==> config.mk <==
export PLATFORM = sky130hd
export DESIGN_NAME = i2c_strap_target
export DESIGN_NICKNAME = d
export VERILOG_FILES = /design/src/rtl/i2c_strap_pkg.sv /design/src/rtl/i2c_sync2.sv /design/src/rtl/i2c_bus_events.sv /design/src/rtl/i2c_strap_classify.sv /design/src/rtl/i2c_strap_regs.sv /design/src/rtl/i2c_strap_target.sv
export SDC_FILE = /design/constraint.sdc
export NUM_CORES = 1
export LEC_CHECK = 0
export ABC_AREA = 0
export BUFFER_PORTS_ARGS = -buffer_cell sky130_fd_sc_hd__clkbuf_2
export CORE_ASPECT_RATIO = 0.6
export CORE_MARGIN = 3
export CORE_UTILIZATION = 57
export CTS_CLUSTER_DIAMETER = 50
export DETAILED_ROUTE_END_ITERATION = 16
export GPL_TIMING_DRIVEN = 0
export PLACE_DENSITY = 0.84
export SYNTH_ARGS = -nofsm -noshare
export SYNTH_HDL_FRONTEND = slang
export SYNTH_SLANG_ARGS = --single-unit
==> constraint.sdc <==
create_clock -name clk -period 4.7 [get_ports clk]
set_input_delay 0.94 -clock clk [delete_from_list [all_inputs] [get_ports clk]]
set_output_delay 0.94 -clock clk [all_outputs]
set_load 0.005 [all_outputs]
==> src/rtl/i2c_strap_pkg.sv <==
package i2c_strap_pkg;

  localparam int unsigned BYTE_W = 8;
  localparam int unsigned BITCNT_W = 4;

  typedef enum logic [2:0] {
    ST_IDLE = 3'd0,
    ST_ADDR = 3'd1,
    ST_WR   = 3'd2,
    ST_RD   = 3'd3,
    ST_WAIT = 3'd4
  } tgt_state_e;

  typedef enum logic [1:0] {
    STRAP_GND = 2'd0,
    STRAP_VDD = 2'd1,
    STRAP_SCL = 2'd2,
    STRAP_SDA = 2'd3
  } strap_e;

endpackage

==> src/rtl/i2c_sync2.sv <==
module i2c_sync2 #(
  parameter int unsigned W = 1,
  parameter logic [W-1:0] RST_VAL = '0
) (
  input  logic         clk,
  input  logic         rst_n,
  input  logic [W-1:0] d,
  output logic [W-1:0] q
);

  logic [W-1:0] meta_q;
  logic [W-1:0] stab_q;

  always_ff @(posedge clk or negedge rst_n) begin
    if (!rst_n) begin
      meta_q <= RST_VAL;
      stab_q <= RST_VAL;
    end else begin
      meta_q <= d;
      stab_q <= meta_q;
    end
  end

  assign q = stab_q;

endmodule

==> src/rtl/i2c_bus_events.sv <==
module i2c_bus_events (
  input  logic clk,
  input  logic rst_n,
  input  logic scl_s,
  input  logic sda_s,
  output logic scl_rise,
  output logic scl_fall,
  output logic start_ev,
  output logic stop_ev
);

  logic scl_prev_q;
  logic sda_prev_q;
  logic scl_hi_both;

  always_ff @(posedge clk or negedge rst_n) begin
    if (!rst_n) begin
      scl_prev_q <= 1'b1;
      sda_prev_q <= 1'b1;
    end else begin
      scl_prev_q <= scl_s;
      sda_prev_q <= sda_s;
    end
  end

  // clock held high across the sample pair: data edges are conditions
  assign scl_hi_both = scl_s & scl_prev_q;
  assign scl_rise    = scl_s & ~scl_prev_q;
  assign scl_fall    = ~scl_s & scl_prev_q;
  assign start_ev    = scl_hi_both & sda_prev_q & ~sda_s;
  assign stop_ev     = scl_hi_both & ~sda_prev_q & sda_s;

endmodule

==> src/rtl/i2c_strap_classify.sv <==
module i2c_strap_classify
  import i2c_strap_pkg::*;
(
  input  logic   clk,
  input  logic   rst_n,
  input  logic   clear,
  input  logic   sample,
  input  logic   strap_s,
  input  logic   scl_s,
  input  logic   sda_s,
  output strap_e code
);

  logic all_low_q, all_high_q, follow_scl_q, follow_sda_q;
  logic all_low_d, all_high_d, follow_scl_d, follow_sda_d;

  always_comb begin
    all_low_d    = all_low_q;
    all_high_d   = all_high_q;
    follow_scl_d = follow_scl_q;
    follow_sda_d = follow_sda_q;
    if (clear) begin
      all_low_d    = 1'b1;
      all_high_d   = 1'b1;
      follow_scl_d = 1'b1;
      follow_sda_d = 1'b1;
    end else if (sample) begin
      all_low_d    = all_low_q    & ~strap_s;
      all_high_d   = all_high_q   &  strap_s;
      follow_scl_d = follow_scl_q & (strap_s == scl_s);
      follow_sda_d = follow_sda_q & (strap_s == sda_s);
    end
  end

  always_ff @(posedge clk or negedge rst_n) begin
    if (!rst_n) begin
      all_low_q    <= 1'b1;
      all_high_q   <= 1'b1;
      follow_scl_q <= 1'b1;
      follow_sda_q <= 1'b1;
    end else begin
      all_low_q    <= all_low_d;
      all_high_q   <= all_high_d;
      follow_scl_q <= follow_scl_d;
      follow_sda_q <= follow_sda_d;
    end
  end

  // fixed priority: constant levels first, then clock line, else data line
  always_comb begin
    if (all_low_q)         code = STRAP_GND;
    else if (all_high_q)   code = STRAP_VDD;
    else if (follow_scl_q) code = STRAP_SCL;
    else                   code = STRAP_SDA;
  end

endmodule

==> src/rtl/i2c_strap_regs.sv <==
module i2c_strap_regs #(
  parameter int unsigned DW    = 8,
  parameter int unsigned DEPTH = 16
) (
  input  logic          clk,
  input  logic          rst_n,
  input  logic          ptr_ld,
  input  logic          wr_en,
  input  logic          rd_adv,
  input  logic [DW-1:0] wr_data,
  output logic [DW-1:0] rd_data
);

  localparam int unsigned AW = (DEPTH > 1) ? $clog2(DEPTH) : 1;

  logic [DW-1:0] mem_q [DEPTH];
  logic [AW-1:0] ptr_q, ptr_d;
  logic [DEPTH-1:0] wr_sel;

  generate
    for (genvar g = 0; g < DEPTH; g++) begin : g_sel
      assign wr_sel[g] = wr_en && (ptr_q == AW'(g));
    end
  endgenerate

  always_comb begin
    ptr_d = ptr_q;
    if (ptr_ld)               ptr_d = wr_data[AW-1:0];
    else if (wr_en || rd_adv) ptr_d = ptr_q + AW'(1);
  end

  always_ff @(posedge clk or negedge rst_n) begin
    if (!rst_n) begin
      ptr_q <= '0;
      for (int i = 0; i < DEPTH; i++) mem_q[i] <= '0;
    end else begin
      ptr_q <= ptr_d;
      for (int i = 0; i < DEPTH; i++) begin
        if (wr_sel[i]) mem_q[i] <= wr_data;
      end
    end
  end

  assign rd_data = mem_q[ptr_q];

endmodule

==> src/rtl/i2c_strap_target.sv <==
module i2c_strap_target
  import i2c_strap_pkg::*;
#(
  parameter logic [4:0]  ADDR_UPPER = 5'b10011,
  parameter int unsigned REG_DEPTH  = 16
) (
  input  logic clk,
  input  logic rst_n,
  input  logic scl_i,
  input  logic sda_i,
  input  logic strap_i,
  output logic sda_oe_n
);

  localparam logic [BITCNT_W-1:0] BIT_LAST = BITCNT_W'(BYTE_W);
  localparam logic [BITCNT_W-1:0] BIT_ACK  = BITCNT_W'(BYTE_W + 1);

  // reset: asynchronous assert, synchronous release
  logic [1:0] rst_pipe_q;
  logic       rst_q_n;

  always_ff @(posedge clk or negedge rst_n) begin
    if (!rst_n) rst_pipe_q <= 2'b00;
    else        rst_pipe_q <= {rst_pipe_q[0], 1'b1};
  end
  assign rst_q_n = rst_pipe_q[1];

  // synchronized pad inputs
  logic [2:0] sync_q;
  logic scl_s, sda_s, strap_s;

  i2c_sync2 #(.W(3), .RST_VAL(3'b111)) u_sync (
    .clk   (clk),
    .rst_n (rst_q_n),
    .d     ({strap_i, sda_i, scl_i}),
    .q     (sync_q)
  );
  assign scl_s   = sync_q[0];
  assign sda_s   = sync_q[1];
  assign strap_s = sync_q[2];

  logic scl_rise, scl_fall, start_ev, stop_ev;

  i2c_bus_events u_events (
    .clk      (clk),
    .rst_n    (rst_q_n),
    .scl_s    (scl_s),
    .sda_s    (sda_s),
    .scl_rise (scl_rise),
    .scl_fall (scl_fall),
    .start_ev (start_ev),
    .stop_ev  (stop_ev)
  );

  // state
  tgt_state_e            st_q, st_d;
  logic [BITCNT_W-1:0]   cnt_q, cnt_d;
  logic [BYTE_W-1:0]     sh_q, sh_d;
  logic                  oe_n_q, oe_n_d;
  logic                  first_q, first_d;
  logic                  nack_q, nack_d;
  logic                  start_hi_q, start_hi_d;

  logic                  cls_smp;
  strap_e                cls_code;
  logic [6:0]            dev_addr;
  logic                  ptr_ld, wr_en, rd_adv;
  logic [BYTE_W-1:0]     rd_data;

  i2c_strap_classify u_classify (
    .clk     (clk),
    .rst_n   (rst_q_n),
    .clear   (start_ev),
    .sample  (cls_smp),
    .strap_s (strap_s),
    .scl_s   (scl_s),
    .sda_s   (sda_s),
    .code    (cls_code)
  );

  assign dev_addr = {ADDR_UPPER, 2'(cls_code)};

  i2c_strap_regs #(.DW(BYTE_W), .DEPTH(REG_DEPTH)) u_regs (
    .clk     (clk),
    .rst_n   (rst_q_n),
    .ptr_ld  (ptr_ld),
    .wr_en   (wr_en),
    .rd_adv  (rd_adv),
    .wr_data (sh_q),
    .rd_data (rd_data)
  );

  always_comb begin
    st_d       = st_q;
    cnt_d      = cnt_q;
    sh_d       = sh_q;
    oe_n_d     = oe_n_q;
    first_d    = first_q;
    nack_d     = nack_q;
    start_hi_d = start_hi_q;
    cls_smp    = 1'b0;
    ptr_ld     = 1'b0;
    wr_en      = 1'b0;
    rd_adv     = 1'b0;

    if (scl_fall) start_hi_d = 1'b0;

    if (start_ev) begin
      st_d       = ST_ADDR;
      cnt_d      = '0;
      oe_n_d     = 1'b1;
      start_hi_d = 1'b1;
    end else if (stop_ev && !start_hi_q) begin
      st_d   = ST_IDLE;
      cnt_d  = '0;
      oe_n_d = 1'b1;
    end else begin
      unique case (st_q)
        ST_ADDR, ST_WR: begin
          if ((st_q == ST_ADDR) && (cnt_q < BIT_LAST) && (scl_rise || scl_fall))
            cls_smp = 1'b1;
          if (scl_rise && (cnt_q < BIT_LAST)) begin
            sh_d  = {sh_q[BYTE_W-2:0], sda_s};
            cnt_d = cnt_q + BITCNT_W'(1);
          end else if (scl_rise && (cnt_q == BIT_LAST)) begin
            cnt_d = BIT_ACK;
          end else if (scl_fall && (cnt_q == BIT_LAST)) begin
            if (st_q == ST_ADDR) begin
              if (sh_q[BYTE_W-1:1] == dev_addr) oe_n_d = 1'b0;
              else                              st_d   = ST_WAIT;
            end else begin
              oe_n_d  = 1'b0;
              ptr_ld  = first_q;
              wr_en   = ~first_q;
              first_d = 1'b0;
            end
          end else if (scl_fall && (cnt_q == BIT_ACK)) begin
            oe_n_d = 1'b1;
            cnt_d  = '0;
            if (st_q == ST_ADDR) begin
              if (sh_q[0]) begin
                st_d   = ST_RD;
                sh_d   = rd_data;
                oe_n_d = rd_data[BYTE_W-1];
              end else begin
                st_d    = ST_WR;
                first_d = 1'b1;
              end
            end
          end
        end
        ST_RD: begin
          if (scl_rise && (cnt_q < BIT_LAST)) begin
            cnt_d = cnt_q + BITCNT_W'(1);
          end else if (scl_rise && (cnt_q == BIT_LAST)) begin
            cnt_d  = BIT_ACK;
            nack_d = sda_s;
          end else if (scl_fall && (cnt_q != '0) && (cnt_q < BIT_LAST)) begin
            sh_d   = {sh_q[BYTE_W-2:0], 1'b0};
            oe_n_d = sh_q[BYTE_W-2];
          end else if (scl_fall && (cnt_q == BIT_LAST)) begin
            oe_n_d = 1'b1;
            rd_adv = 1'b1;
          end else if (scl_fall && (cnt_q == BIT_ACK)) begin
            cnt_d = '0;
            if (nack_q) begin
              st_d   = ST_WAIT;
              oe_n_d = 1'b1;
            end else begin
              sh_d   = rd_data;
              oe_n_d = rd_data[BYTE_W-1];
            end
          end
        end
        default: ;
      endcase
    end
  end

  always_ff @(posedge clk or negedge rst_q_n) begin
    if (!rst_q_n) begin
      st_q       <= ST_IDLE;
      cnt_q      <= '0;
      sh_q       <= '0;
      oe_n_q     <= 1'b1;
      first_q    <= 1'b0;
      nack_q     <= 1'b0;
      start_hi_q <= 1'b0;
    end else begin
      st_q       <= st_d;
      cnt_q      <= cnt_d;
      sh_q       <= sh_d;
      oe_n_q     <= oe_n_d;
      first_q    <= first_d;
      nack_q     <= nack_d;
      start_hi_q <= start_hi_d;
    end
  end

  assign sda_oe_n = oe_n_q;

endmodule

* After elaboration in Yosys (flattened, before gate mapping)
Cells that the tools add are included.
** Word-level totals
- Output and inout port bits :: 1
- Word-level logic and storage cells :: 254
- Bits of input ports :: 5
- Register bits after elaboration :: 164
** Operators by class
- Equal/unequal tests :: 48
- Bitwise gates (word level) :: 21
- Add/sub/neg operators :: 2
- Reductions and logical operators :: 45
- Mux-type cells :: 103
- $lt $le $gt $ge :: 2
** Operator list (count)
- 8-bit 2-to-1 mux :: 14
- 1-bit 2-to-1 mux :: 56
- 3-bit 2-to-1 mux :: 15
- 4-bit 2-to-1 mux :: 11
- 4-bit == test (second input constant) :: 10
- 4-bit inequality test (second input constant) :: 9
- 8-bit binary-select mux with 4-bit select :: 1
- 1-bit logical AND :: 25
- 3-bit inequality test (second input constant) :: 8
- 12-bit AND reduction :: 2
- 6-bit inequality test (second input constant) :: 3
- 4-bit by 3-bit == test with 1-bit output (second input constant) :: 4
- 8-bit case mux with 2 select lines :: 1
- 13-bit AND reduction :: 1
- 2-bit nonzero test :: 6
- 1-bit AND :: 10
- 5-bit inequality test (second input constant) :: 2
- 1-bit inverter :: 10
- 9-bit AND reduction :: 1
- 4-bit by 1-bit adder with 4-bit output (second input constant) :: 2
- 4-bit by 2-bit == test with 1-bit output (second input constant) :: 2
- 4-bit case mux with 2 select lines :: 1
- 8-bit AND reduction :: 1
- 4-bit nonzero test :: 2
- 19 further kinds :: 24

* Logic depth before layout (Yosys ltp)
Gate-level depths: netlist of the first run.
- Word-level depth :: 13
- Mapped depth :: 9

* Modules after synthesis
From an unflattened synthesis of the first run, not the netlist that was laid out.
** Unflattened totals
- Cell total of the unflattened synthesis :: 570
- Area, all modules :: 8008.9 sq um
** Modules (own cells, without submodules)
- i2c_strap_regs :: times used 1, area an instance 6132.1 sq um, cells an instance 388
- i2c_strap_target :: times used 1, area an instance 1497.7 sq um, cells an instance 156
- i2c_sync2 :: times used 1, area an instance 157.7 sq um, cells an instance 6
- i2c_strap_classify :: times used 1, area an instance 136.4 sq um, cells an instance 14
- i2c_bus_events :: times used 1, area an instance 85.1 sq um, cells an instance 6

* Worst setup path after synthesis of the first run
OpenSTA, ideal clock, no wires.
- Kind :: register -> register
- Start :: reg cnt_q[0]
- End :: reg u_regs.mem_q[38] (netlist bit)
- Setup time :: 0.128 ns
- Data arrival time :: 2.608 ns
- Slack :: 1.965 ns
- Cell stages (with the launch flop) :: 9
- Data required time :: 4.572 ns
- Cells stage by stage :: dfrtp_1 > inv_1 > ha_1 > nor2b_1 > o21a_1 > or4_4 > nor4b_4 > nand2_4 > mux2_1
** Between the ends
- Longest elaborated chain between the ends :: 9
** Ends and longest elaborated chain
- start, declared :: RTL line i2c_strap_target.sv:57 : logic [BITCNT_W-1:0] cnt_q, cnt_d;
- start signal, assigned :: RTL line i2c_strap_target.sv:191 : cnt_q <= cnt_d;
- 4-bit == test :: RTL line i2c_strap_target.sv:125, i2c_strap_target.sv:127
- 1-bit logical AND :: RTL line i2c_strap_target.sv:127 : end else if (scl_fall && (cnt_q == BIT_LAST)) begin
- 1-bit 2-to-1 mux :: RTL line i2c_strap_target.sv:127
- 1-bit 2-to-1 mux :: RTL line i2c_strap_target.sv:125 : end else if (scl_rise && (cnt_q == BIT_LAST)) begin
- 1-bit 2-to-1 mux (*) :: RTL line i2c_strap_target.sv:122 : if (scl_rise && (cnt_q < BIT_LAST)) begin
- 1-bit 2-to-1 mux (*) :: RTL line i2c_strap_target.sv:118 : unique case (st_q)
- 1-bit 2-to-1 mux (*) :: RTL line i2c_strap_target.sv:113 : end else if (stop_ev && !start_hi_q) begin
- 1-bit 2-to-1 mux (*) :: RTL line i2c_strap_target.sv:108 : if (start_ev) begin
- 1-bit logical AND (*) :: RTL line i2c_strap_regs.sv:22 : assign wr_sel[g] = wr_en && (ptr_q == AW'(g));
- end signal, assigned by index :: RTL line i2c_strap_regs.sv:39 : if (wr_sel[i]) mem_q[i] <= wr_data;
- end, declared :: RTL line i2c_strap_regs.sv:16 : logic [DW-1:0] mem_q [DEPTH];
Every way passes the cells marked *; elsewhere a longest branch is shown, timed or not.
A chain may end at the register's enable or synchronous reset.

* Final worst setup path of the first run
- Start :: reg u_events.scl_prev_q
- End :: reg u_regs.mem_q[72] (netlist bit)
** Between the ends
- Longest elaborated chain between the ends :: 9
** Ends and longest elaborated chain
- start, declared :: RTL line i2c_bus_events.sv:12 : logic scl_prev_q;
- start signal, assigned :: RTL line i2c_bus_events.sv:21 : scl_prev_q <= scl_s;
- 1-bit AND / 1-bit inverter (equally long branches) :: RTL line i2c_bus_events.sv:29, i2c_bus_events.sv:28
- 1-bit logical AND / 1-bit AND (equally long branches) :: RTL line i2c_strap_target.sv:127, i2c_bus_events.sv:28
- 1-bit 2-to-1 mux / 1-bit logical AND (equally long branches) :: RTL line i2c_strap_target.sv:127, i2c_strap_target.sv:125
- 1-bit 2-to-1 mux :: RTL line i2c_strap_target.sv:125
- 1-bit 2-to-1 mux :: RTL line i2c_strap_target.sv:122
- 1-bit 2-to-1 mux :: RTL line i2c_strap_target.sv:118
- 1-bit 2-to-1 mux :: RTL line i2c_strap_target.sv:113
- 1-bit 2-to-1 mux (*) :: RTL line i2c_strap_target.sv:108
- 1-bit logical AND (*) :: RTL line i2c_strap_regs.sv:22
Marks and branches as above.

==> results of run 1 <==
## critical path, stage by stage (launching register included)
cell	delay, ps
dfstp_2	550
ha_1	400
and4b_1	370
nand3b_1	150
or4_4	500
nor4b_2	460
nand2_1	400
mux2_2	390
## registers in the layout, summed over array words and instances (netlist names)
| name | cells |
|---|---|
| u_events.scl_prev_q | 1 |
| nack_q | 1 |
| u_classify.all_low_q | 1 |
| sh_q | 8 |
| rst_pipe_q | 2 |
| u_classify.follow_scl_q | 1 |
| st_q | 3 |
| u_sync.q | 3 |
| cnt_q | 4 |
| u_regs.mem_q | 128 |
| start_hi_q | 1 |
| u_events.sda_prev_q | 1 |
| sda_oe_n | 1 |
| u_sync.meta_q | 3 |
| u_regs.ptr_q | 4 |
| u_classify.all_high_q | 1 |
| first_q | 1 |
## synthesized netlist by cell type (2+ instances only)
library cell	number	share of area
ha_1	10	0.016
a21oi_1	9	0.0057
mux2_1	6	0.0086
mux4_2	39	0.11
nand2_4	4	0.0057
a31oi_1	4	0.0032
nand4b_1	5	0.0056
o31a_1	2	0.0022
mux2_2	126	0.18
a211oi_1	7	0.0067
o211ai_1	3	0.0029
o311ai_0	2	0.0022
o21a_1	3	0.0029
o21ai_0	15	0.0095
o31ai_1	4	0.0038
nor2b_1	6	0.0048
nand3b_1	2	0.0019
a2bb2oi_1	4	0.0044
nand3_1	6	0.0038
inv_1	12	0.0057
xnor2_1	5	0.0056
nor4_1	2	0.0016
nor3_1	5	0.0032
nor2_1	20	0.0095
clkbuf_1	24	0.011
o21ai_1	2	0.0013
nand2b_1	5	0.0040
dfstp_2	12	0.040
nand2_1	32	0.015
dfrtp_1	152	0.48
nor3b_1	3	0.0029
mux2i_1	6	0.0076
buf_1	8	0.0038
## path summary, 6_finish.rpt
path / start / end / slack, ps
setup / recovery: u_events.scl_prev_q / u_regs.mem_q[72] / 1340
hold / removal: rst_pipe_q[1] / u_regs.mem_q[10] / 260
setup reg to reg: u_events.scl_prev_q / u_regs.mem_q[72] / 1340
hold reg to reg: rst_pipe_q[1] / u_regs.mem_q[10] / 260
max in group asynchronous: rst_pipe_q[1] / sda_oe_n / 3400
min in group clk: u_sync.meta_q[0] / u_sync.q[0] / 360
## cells by family after synthesis
| family | after synthesis |
|---|---|
| simple gates | 101 |
| xor+xnor | 6 |
| flops | 164 |
| other cells | 1 |
| compound gates | 62 |
| fa+ha+maj | 10 |
| buf+inv | 45 |
| mux | 177 |
## cell type report
cell class,instances,area share
inverter,12,0.00512
sequential,164,0.469
timing repair buffer,7,0.00910
buffer,33,0.0142
tap,170,0.0242
clock buffer,19,0.0503
multi-input combinational,357,0.409
clock inverter,13,0.0195
## per-stage QoR
stage | worst slack (ps) | instance area, µm² | power [mW]
4_1_cts | 1440 | 8800 | 3.37
2_1_floorplan | 1960 | 7890 | 1.77
3_5_place_dp | 1490 | 8180 | 1.93
6_report | 1340 | 8800 | 3.37
5_1_grt | 1180 | 8800 | 3.48
3_3_place_gp | 1230 | 8130 | 1.89
## report_power, final
group          leakage [nW]  switching, mW  total [mW]  internal (mW)
registers              2.23         0.0410        1.51           1.46
logic                  1.56          0.310       0.411          0.101
clock network         0.295          0.594        1.45          0.859
total                  4.09          0.944        3.37           2.43
## routing by layer
layer,global-route usage,vias up,routed length [µm]
met1,0.400,2710,8380
li1,-,2170,-
met3,0.0921,38,2210
met2,0.369,286,8450
met5,0,-,0
met4,0.0787,0,303
==> flow_metrics.env, run 1 <==
export IMPL_synth_compound_area_share=0.0525
export IMPL_core_area_um2=13200
export IMPL_ctsHoldBuffers=0
export IMPL_outcome="completed"
export IMPL_ys_types=54
export IMPL_drcViolationCount=0
export IMPL_layout_commonest_cell="dfrtp_1"
export IMPL_cts_tree="yes"
export IMPL_layout_common_cells="dfrtp_1 (151), mux2_2 (126), mux4_2 (39), nand2_1 (32), clkbuf_1 (25)"
export IMPL_layout_drive_gt1_share=0.374
export IMPL_peakVddDrop_mv=0.255
export IMPL_rsz0062_at_grt="false"
export IMPL_fp_dieArea_um2=15300
export IMPL_vias_per_cell=6.71
export IMPL_clk_pin_slew_ps=70
export IMPL_clkSinkCount=164
export IMPL_synth_simple_area_share=0.0733
export IMPL_num_rows=32
export IMPL_syn_inst=566
export IMPL_cts_max_level=4
export IMPL_min_path_type="flop to asynchronous set/reset pin"
export IMPL_first_pass_iters=5
export IMPL_worstSetupPathType="flop to flop"
export IMPL_cts_root_buf="clkbuf_16"
export IMPL_synth_edff_count=0
export IMPL_routed_wl_um=19300
export IMPL_end_kind="flop"
export IMPL_multi_input_area_um2=3600
export IMPL_antennaDiodeCount=0
export IMPL_timing_fmax_ghz=0.297
export IMPL_grt_pass1_vias=5313
export IMPL_seqCellArea_um2=4120
export IMPL_max_cap_viol_count=0
export IMPL_slew_headroom=0.325
export IMPL_async_flop_share=1.00
export IMPL_dp_cells=743
export IMPL_worstPathRequired_ps=5000
export IMPL_period_minus_slack_ps=3360
export IMPL_finClkSkew_ps=13.5
export IMPL_finalCoreUtilization=0.668
export IMPL_fin_setup_tns_ps=0
export IMPL_n_fill_cell=871
export IMPL_ys_ff_latch=164
export IMPL_cp_max_fo=8
export IMPL_p_per_area_nw_per_um2=383
export IMPL_drt_iter0_markers=544
export IMPL_post_dp_hpwl_um=13300
export IMPL_synthesis_nets=581
export IMPL_synth_area_um2=7890
export IMPL_clock_latency_ps=430
export IMPL_synth_mux_area_frac=0.307
export IMPL_grt_overflow_total=0
export IMPL_setup_viol=0
export IMPL_antenna_found_initial=0
export IMPL_synth_top_family_by_area="multiplexers"
export IMPL_fin_cells=775
export IMPL_grt_max_degree=71
export IMPL_globalRouteTotalUtil=0.266
export IMPL_crit_path_start_kind="flop"
export IMPL_maxSlewViolCount=0
export IMPL_yosysWarnings=0
export IMPL_initial_utilization=0.599
export IMPL_r2r_cells=7
export IMPL_place_gp_congestion=0.987
export IMPL_num_vias=5204
export IMPL_cts_made_buffers=17
export IMPL_postRouteAntennaNets=0
export IMPL_p_leak_nw=4.09
export IMPL_die_h_um=97.1
export IMPL_boundaryPins=6
export IMPL_synth_adder_area_share=0.0159
export IMPL_grt_pass1_wl_um=30200
export IMPL_final_hold_violation_count=0
export IMPL_final_period_utilization=0.715
export IMPL_postCtsSetupRepairBufs=0
export IMPL_fin_nets=607
export IMPL_yosysSeqAreaShare=0.522
export IMPL_wire_per_inst_um=25.0
export IMPL_areaGrowthSynthToFinish_pct=11.5
export IMPL_cp_arrival_ps=3660
export IMPL_clockBufferDepth=2
export IMPL_io_buffers=5
export IMPL_synth_ff_type="dfrtp_1"
export IMPL_whs_ps=256
export IMPL_dieWidth_um=158
export IMPL_worstMarginPinSlew_ps=1010
export IMPL_cts_resized=0
export IMPL_avgSynthCellArea_um2=13.9
export IMPL_synth_xor_area_share=0.00666
(Power assumes the default switching activity.)
==> run 2: changes to the inputs <==
- clock period: 4.7 -> 3 ns (I/O delays scaled with it)
==> run 2 against run 1 <==
- setup slack worse by 1300 ps
- total power is 57% higher
- flip-flop and latch count stayed put
- clock skew fell by 1.3 ps
- global-route usage grew 0.22 points
- largest power group unchanged
- sequential share of layout area is 0.91 points lower
- register-to-register slack lost 1300 ps
==> flow_metrics.env, run 2 (synthesis gave the netlist of run 1 again) <==
export IMPL_outcome="completed"
export IMPL_drt_iter0_markers=481
export IMPL_num_rows=32
export IMPL_crit_end="sh_q[7]"
export IMPL_first_pass_iters=5
export IMPL_crit_cells=8
export IMPL_largest_reg_flops=128
export IMPL_maxSlewViolCount=0
export IMPL_multi_input_area_um2=3710
export IMPL_finClkSkew_ps=12.2
export IMPL_crit_path_start_kind="flop"
export IMPL_final_hold_violation_count=0
export IMPL_path_cells="ha_1 > nor2b_1 > buf_1 > nor3_1 > o21ai_0 > nand4b_1 > nor2_2 > mux2_2"
export IMPL_grt_pass1_vias=5342
export IMPL_layout_common_cells="dfrtp_1 (150), mux2_2 (126), mux4_2 (39), clkbuf_1 (25), nand2_1 (20)"
export IMPL_initial_utilization=0.599
export IMPL_postRouteAntennaNets=0
export IMPL_globalRouteTotalUtil=0.269
export IMPL_p_per_area_nw_per_um2=590
export IMPL_timing_fmax_ghz=0.341
export IMPL_layout_drive_gt1_share=0.415
export IMPL_clk_pin_slew_ps=70
export IMPL_r2r_end="sh_q[7]"
export IMPL_num_vias=5196
export IMPL_vias_per_cell=6.64
export IMPL_r2r_cells=8
export IMPL_crit_path_start="u_sync.q[0]"
export IMPL_dp_cells=743
export IMPL_regMostFlops="u_regs.mem_q"
export IMPL_cp_num_buf_inv=1
export IMPL_timing_reg2reg_setup_slack_ps=70
export IMPL_setup_viol=0
export IMPL_io_buffers=5
export IMPL_pre_cts_slack_ps=-209
export IMPL_max_cap_viol_count=0
export IMPL_fp_dieArea_um2=15300
export IMPL_place_gp_congestion=0.987
export IMPL_post_dp_hpwl_um=13300
export IMPL_critical_path_slowest_cell="dfstp_2"
export IMPL_antennaDiodeCount=0
export IMPL_cts_tree="yes"
export IMPL_dieWidth_um=158
export IMPL_worstSetupPathType="flop to flop"
export IMPL_fin_nets=614
export IMPL_clock_latency_ps=430
export IMPL_core_area_um2=13200
export IMPL_cp_arrival_ps=3250
export IMPL_end_kind="flop"
export IMPL_min_path_type="input port to flop"
export IMPL_grt_pass1_wl_um=30500
export IMPL_cts_root_buf="clkbuf_16"
export IMPL_clkSinkCount=164
export IMPL_grt_max_degree=71
export IMPL_boundaryPins=6
export IMPL_drcViolationCount=0
export IMPL_grt_overflow_total=0
export IMPL_peakVddDrop_mv=0.402
export IMPL_wire_per_inst_um=24.9
export IMPL_die_h_um=97.1
export IMPL_critPathMaxStageDelay_ps=590
export IMPL_cts_made_buffers=17
export IMPL_final_period_utilization=0.977
export IMPL_critical_path_top_delay_family="simple AND/OR/NAND/NOR gates"
export IMPL_cp_max_fo=9
export IMPL_antenna_found_initial=0
export IMPL_slew_headroom=0.282
export IMPL_worstPathRequired_ps=3310
export IMPL_clockBufferDepth=2
export IMPL_areaGrowthSynthToFinish_pct=13.8
export IMPL_setup_ws_ps=68.1
export IMPL_timing_rr_start="u_sync.q[0]"
export IMPL_reg_largest_list="u_regs.mem_q (128), sh_q (8)"
export IMPL_seqCellArea_um2=4120
export IMPL_period_minus_slack_ps=2930
export IMPL_routed_wl_um=19500
export IMPL_n_fill_cell=863
export IMPL_cts_max_level=4
export IMPL_fin_cells=782
export IMPL_layout_commonest_cell="dfrtp_1"
export IMPL_worstMarginPinSlew_ps=1070
export IMPL_rsz0062_at_grt="true"
export IMPL_p_leak_nw=4.21
run 2: cell types whose count changed in the layout (fill, tap and decap cells not counted), sizes merged:
cell,delta
buf,+2
clkbuf,+4
dlygate4sd3,+1
run 2: final cells by class:
cell class | count | area share
multi-input cells | 357 | 0.413
plain buffers | 33 | 0.0145
clock inverters | 13 | 0.0191
clock buffers | 19 | 0.0494
repair buffers | 14 | 0.0155
flip-flops and latches | 164 | 0.460
inverters | 12 | 0.00502
well taps | 170 | 0.0237
run 2: stage by stage:
step                      power (mW)  utilization  instance area [µm²]  hold WS (ps)  TNS, ps
final                           5.29        0.681                 8970           249        0
after global routing            5.47        0.681                 8970           243    -58.6
after CTS                       5.28        0.674                 8880           241    -17.5
after detailed placement        3.02        0.621                 8180           264   -16430
after global placement          2.97        0.617                 8130           340   -77050
after floorplan                 2.77            -                 7890           304        0
run 2: what timing repair did:
| item | CTS | global route |
|---|---|---|
| endpoints found under the setup margin | 128 | 136 |
| hold buffers | 1 | 0 |
| endpoints found under the hold margin | 2 | 0 |
| resized for setup | 17 | 20 |
| setup buffers | 2 | 4 |
| pin swaps | 3 | 4 |
run 2: worst min-delay path by stage:
| stage | endpoint | cells after the start | slack (ps) | startpoint |
|---|---|---|---|---|
| 5_1_grt | u_sync.meta_q[2] | 1 | 240 | strap_i |
| 3_3_place_gp | rst_pipe_q[1] | 0 | 340 | rst_pipe_q[0] |
| 3_5_place_dp | u_regs.mem_q[10] | 0 | 260 | rst_pipe_q[1] |
| 6_report | u_sync.meta_q[0] | 1 | 250 | scl_i |
| 2_1_floorplan | rst_pipe_q[0] | 0 | 300 | rst_n |
| 4_1_cts | u_sync.meta_q[0] | 1 | 240 | scl_i |
run 2: worst reg2reg max path: stages, from the launching register on:
cell      delay (ps)
dfstp_2          590
ha_1             290
nor2b_1          150
buf_1            380
nor3_1           110
o21ai_0          180
nand4b_1         350
nor2_2           380
mux2_2           380
run 2: where the power goes:
group / switching, mW / leakage (nW) / total (mW) / internal, mW
Combinational: 0.492 / 1.69 / 0.661 / 0.168
Clock: 0.929 / 0.295 / 2.28 / 1.35
Sequential: 0.0626 / 2.23 / 2.36 / 2.30
run 2: routing by layer:
metal / part of all wire / up-vias / global-route usage
li1: - / 2190 / -
met1: 0.44 / 2695 / 0.402
met2: 0.44 / 273 / 0.375
met3: 0.11 / 38 / 0.0935
met4: 0.016 / 0 / 0.0780
met5: 0 / - / 0
==> run 3: changes to the inputs <==
- CELL_PAD_IN_SITES_DETAIL_PLACEMENT: not set -> 1
- CELL_PAD_IN_SITES_GLOBAL_PLACEMENT: not set -> 1
- CORE_UTILIZATION: 57 -> 48
- PLACE_DENSITY: 0.84 -> 0.83
- SKIP_LAST_GASP: not set -> 1
==> run 3 against run 2 <==
- utilization shrank 10 points
- clock-buffer cell count is the same
- setup slack lost 36 ps
- flip-flop and latch count is the same
- maximum frequency shrank 1.2%
- largest cell class unchanged
==> flow_metrics.env, run 3 (synthesis gave the netlist of run 1 again) <==
export IMPL_outcome="completed"
export IMPL_p_per_area_nw_per_um2=592
export IMPL_layout_commonest_cell="dfrtp_1"
export IMPL_maxSlewViolCount=0
export IMPL_first_pass_iters=4
export IMPL_finClkSkew_ps=8.19
export IMPL_dp_cells=776
export IMPL_place_gp_congestion=0.970
export IMPL_post_dp_hpwl_um=15000
export IMPL_timing_fmax_ghz=0.337
export IMPL_globalRouteTotalUtil=0.256
export IMPL_core_area_um2=15700
export IMPL_critical_path_slowest_cell="dfstp_2"
export IMPL_clockBufferDepth=2
export IMPL_postRouteAntennaNets=0
export IMPL_routed_wl_um=22400
export IMPL_max_cap_viol_count=0
export IMPL_areaGrowthSynthToFinish_pct=14.9
export IMPL_p_leak_nw=4.22
export IMPL_period_minus_slack_ps=2970
export IMPL_cts_root_buf="clkbuf_16"
export IMPL_critPathMaxStageDelay_ps=580
export IMPL_layout_common_cells="dfrtp_1 (149), mux2_2 (125), mux4_2 (39), clkbuf_1 (26), nand2_1 (20)"
export IMPL_antenna_found_initial=1
export IMPL_fin_cells=814
export IMPL_final_hold_violation_count=0
export IMPL_cp_max_fo=8
export IMPL_cts_tree="yes"
export IMPL_cts_made_buffers=17
export IMPL_grt_pass1_wl_um=33800
export IMPL_end_kind="flop"
export IMPL_drt_iter0_markers=517
export IMPL_drcViolationCount=0
export IMPL_vias_per_cell=6.48
export IMPL_path_cells="ha_4 > and4b_2 > nand3b_1 > or4_4 > nor4_4 > buf_4 > nand2_8 > mux2_4"
export IMPL_setup_viol=0
export IMPL_antennaDiodeCount=0
export IMPL_pre_cts_slack_ps=-322
export IMPL_postPlaceCellArea_um2=8230
export IMPL_finalCoreUtilization=0.576
export IMPL_grt_max_degree=70
export IMPL_clock_latency_ps=420
export IMPL_fp_dieArea_um2=18100
export IMPL_n_fill_cell=1491
export IMPL_die_h_um=105
export IMPL_num_vias=5278
export IMPL_grt_pass1_vias=5593
export IMPL_final_period_utilization=0.989
export IMPL_largest_reg_flops=128
export IMPL_reg_largest_list="u_regs.mem_q (128), sh_q (8)"
export IMPL_io_buffers=5
export IMPL_initial_utilization=0.502
export IMPL_worstSetupPathType="flop to flop"
export IMPL_cts_max_level=4
export IMPL_num_rows=35
export IMPL_fin_nets=614
export IMPL_clkSinkCount=164
export IMPL_boundaryPins=6
export IMPL_min_path_type="input port to flop"
export IMPL_whs_ps=255
export IMPL_clk_pin_slew_ps=60
export IMPL_worstPathRequired_ps=3310
export IMPL_grt_overflow_total=0
export IMPL_peakVddDrop_mv=0.472
export IMPL_setup_ws_ps=32.5
export IMPL_slew_headroom=0.394
export IMPL_cp_arrival_ps=3280
export IMPL_regMostFlops="u_regs.mem_q"
export IMPL_wire_per_inst_um=27.5
export IMPL_dieWidth_um=171
export IMPL_worstMarginPinSlew_ps=909
export IMPL_fin_setup_tns_ps=0
export IMPL_layout_drive_gt1_share=0.424
export IMPL_crit_path_start_kind="flop"
export IMPL_power_mw=5.37
export IMPL_finalInstanceArea_um2=9060
-- run 3: cell types whose count changed in the layout (fill, tap and decap cells not counted), sizes merged --
cell      before  now
inv           17   13
clkinvlp       2    4
buf           13   12
clkbuf        52   53
bufinv         3    4
-- run 3: cell type report --
cell class	count	area [µm²]	area share
Inverter	12	45.0	0.00497
Clock buffer	19	433	0.0478
Timing Repair Buffer	14	135	0.0149
Multi-Input combinational cell	357	3760	0.415
Tap cell	203	254	0.0280
Buffer	33	131	0.0145
Sequential cell	164	4130	0.455
Clock inverter	12	181	0.0200
-- run 3: where the power goes --
part           internal [mW]  switching (mW)
Combinational          0.177           0.518
Sequential              2.30          0.0704
Clock                   1.39           0.911
Total                   3.86            1.50
-- run 3: repair_timing --
item                                    4_1_cts  5_1_grt
buffers inserted                              2        4
endpoints found under the setup margin      130      136
hold buffers                                  1        0
pin swaps                                     2        4
resized for setup                            22       27
endpoints found under the hold margin         2        0
-- run 3: worst max-delay path, delay by kind of cell, from the launching register on --
kind	cells	cell delay, ps
fa+ha+maj	1	210
buf+inv	1	230
flops	1	580
mux	1	360
simple gates	5	1470
-- run 3: per-layer routing --
layer,share of wire,global-route usage,vias to the layer above,wire (µm)
li1,-,-,2171,-
met1,0.46,0.387,2896,10300
met2,0.46,0.372,183,10300
met3,0.066,0.0633,28,1470
met4,0.013,0.0643,0,291
met5,0,0,-,0
-- run 3: worst paths after layout --
| path | startpoint | endpoint | slack, ps | cells after the start |
|---|---|---|---|---|
| worst max-delay path | u_events.scl_prev_q | u_regs.mem_q[97] | 30 | 8 |
| worst min-delay path | strap_i | u_sync.meta_q[2] | 260 | 1 |
| worst max register to register | u_events.scl_prev_q | u_regs.mem_q[97] | 30 | 8 |
| worst min register to register | rst_pipe_q[1] | u_regs.mem_q[26] | 350 | 0 |
| max in group asynchronous | rst_pipe_q[1] | u_regs.mem_q[80] | 1620 | 2 |
| min in group asynchronous | rst_pipe_q[1] | u_regs.mem_q[26] | 350 | 0 |
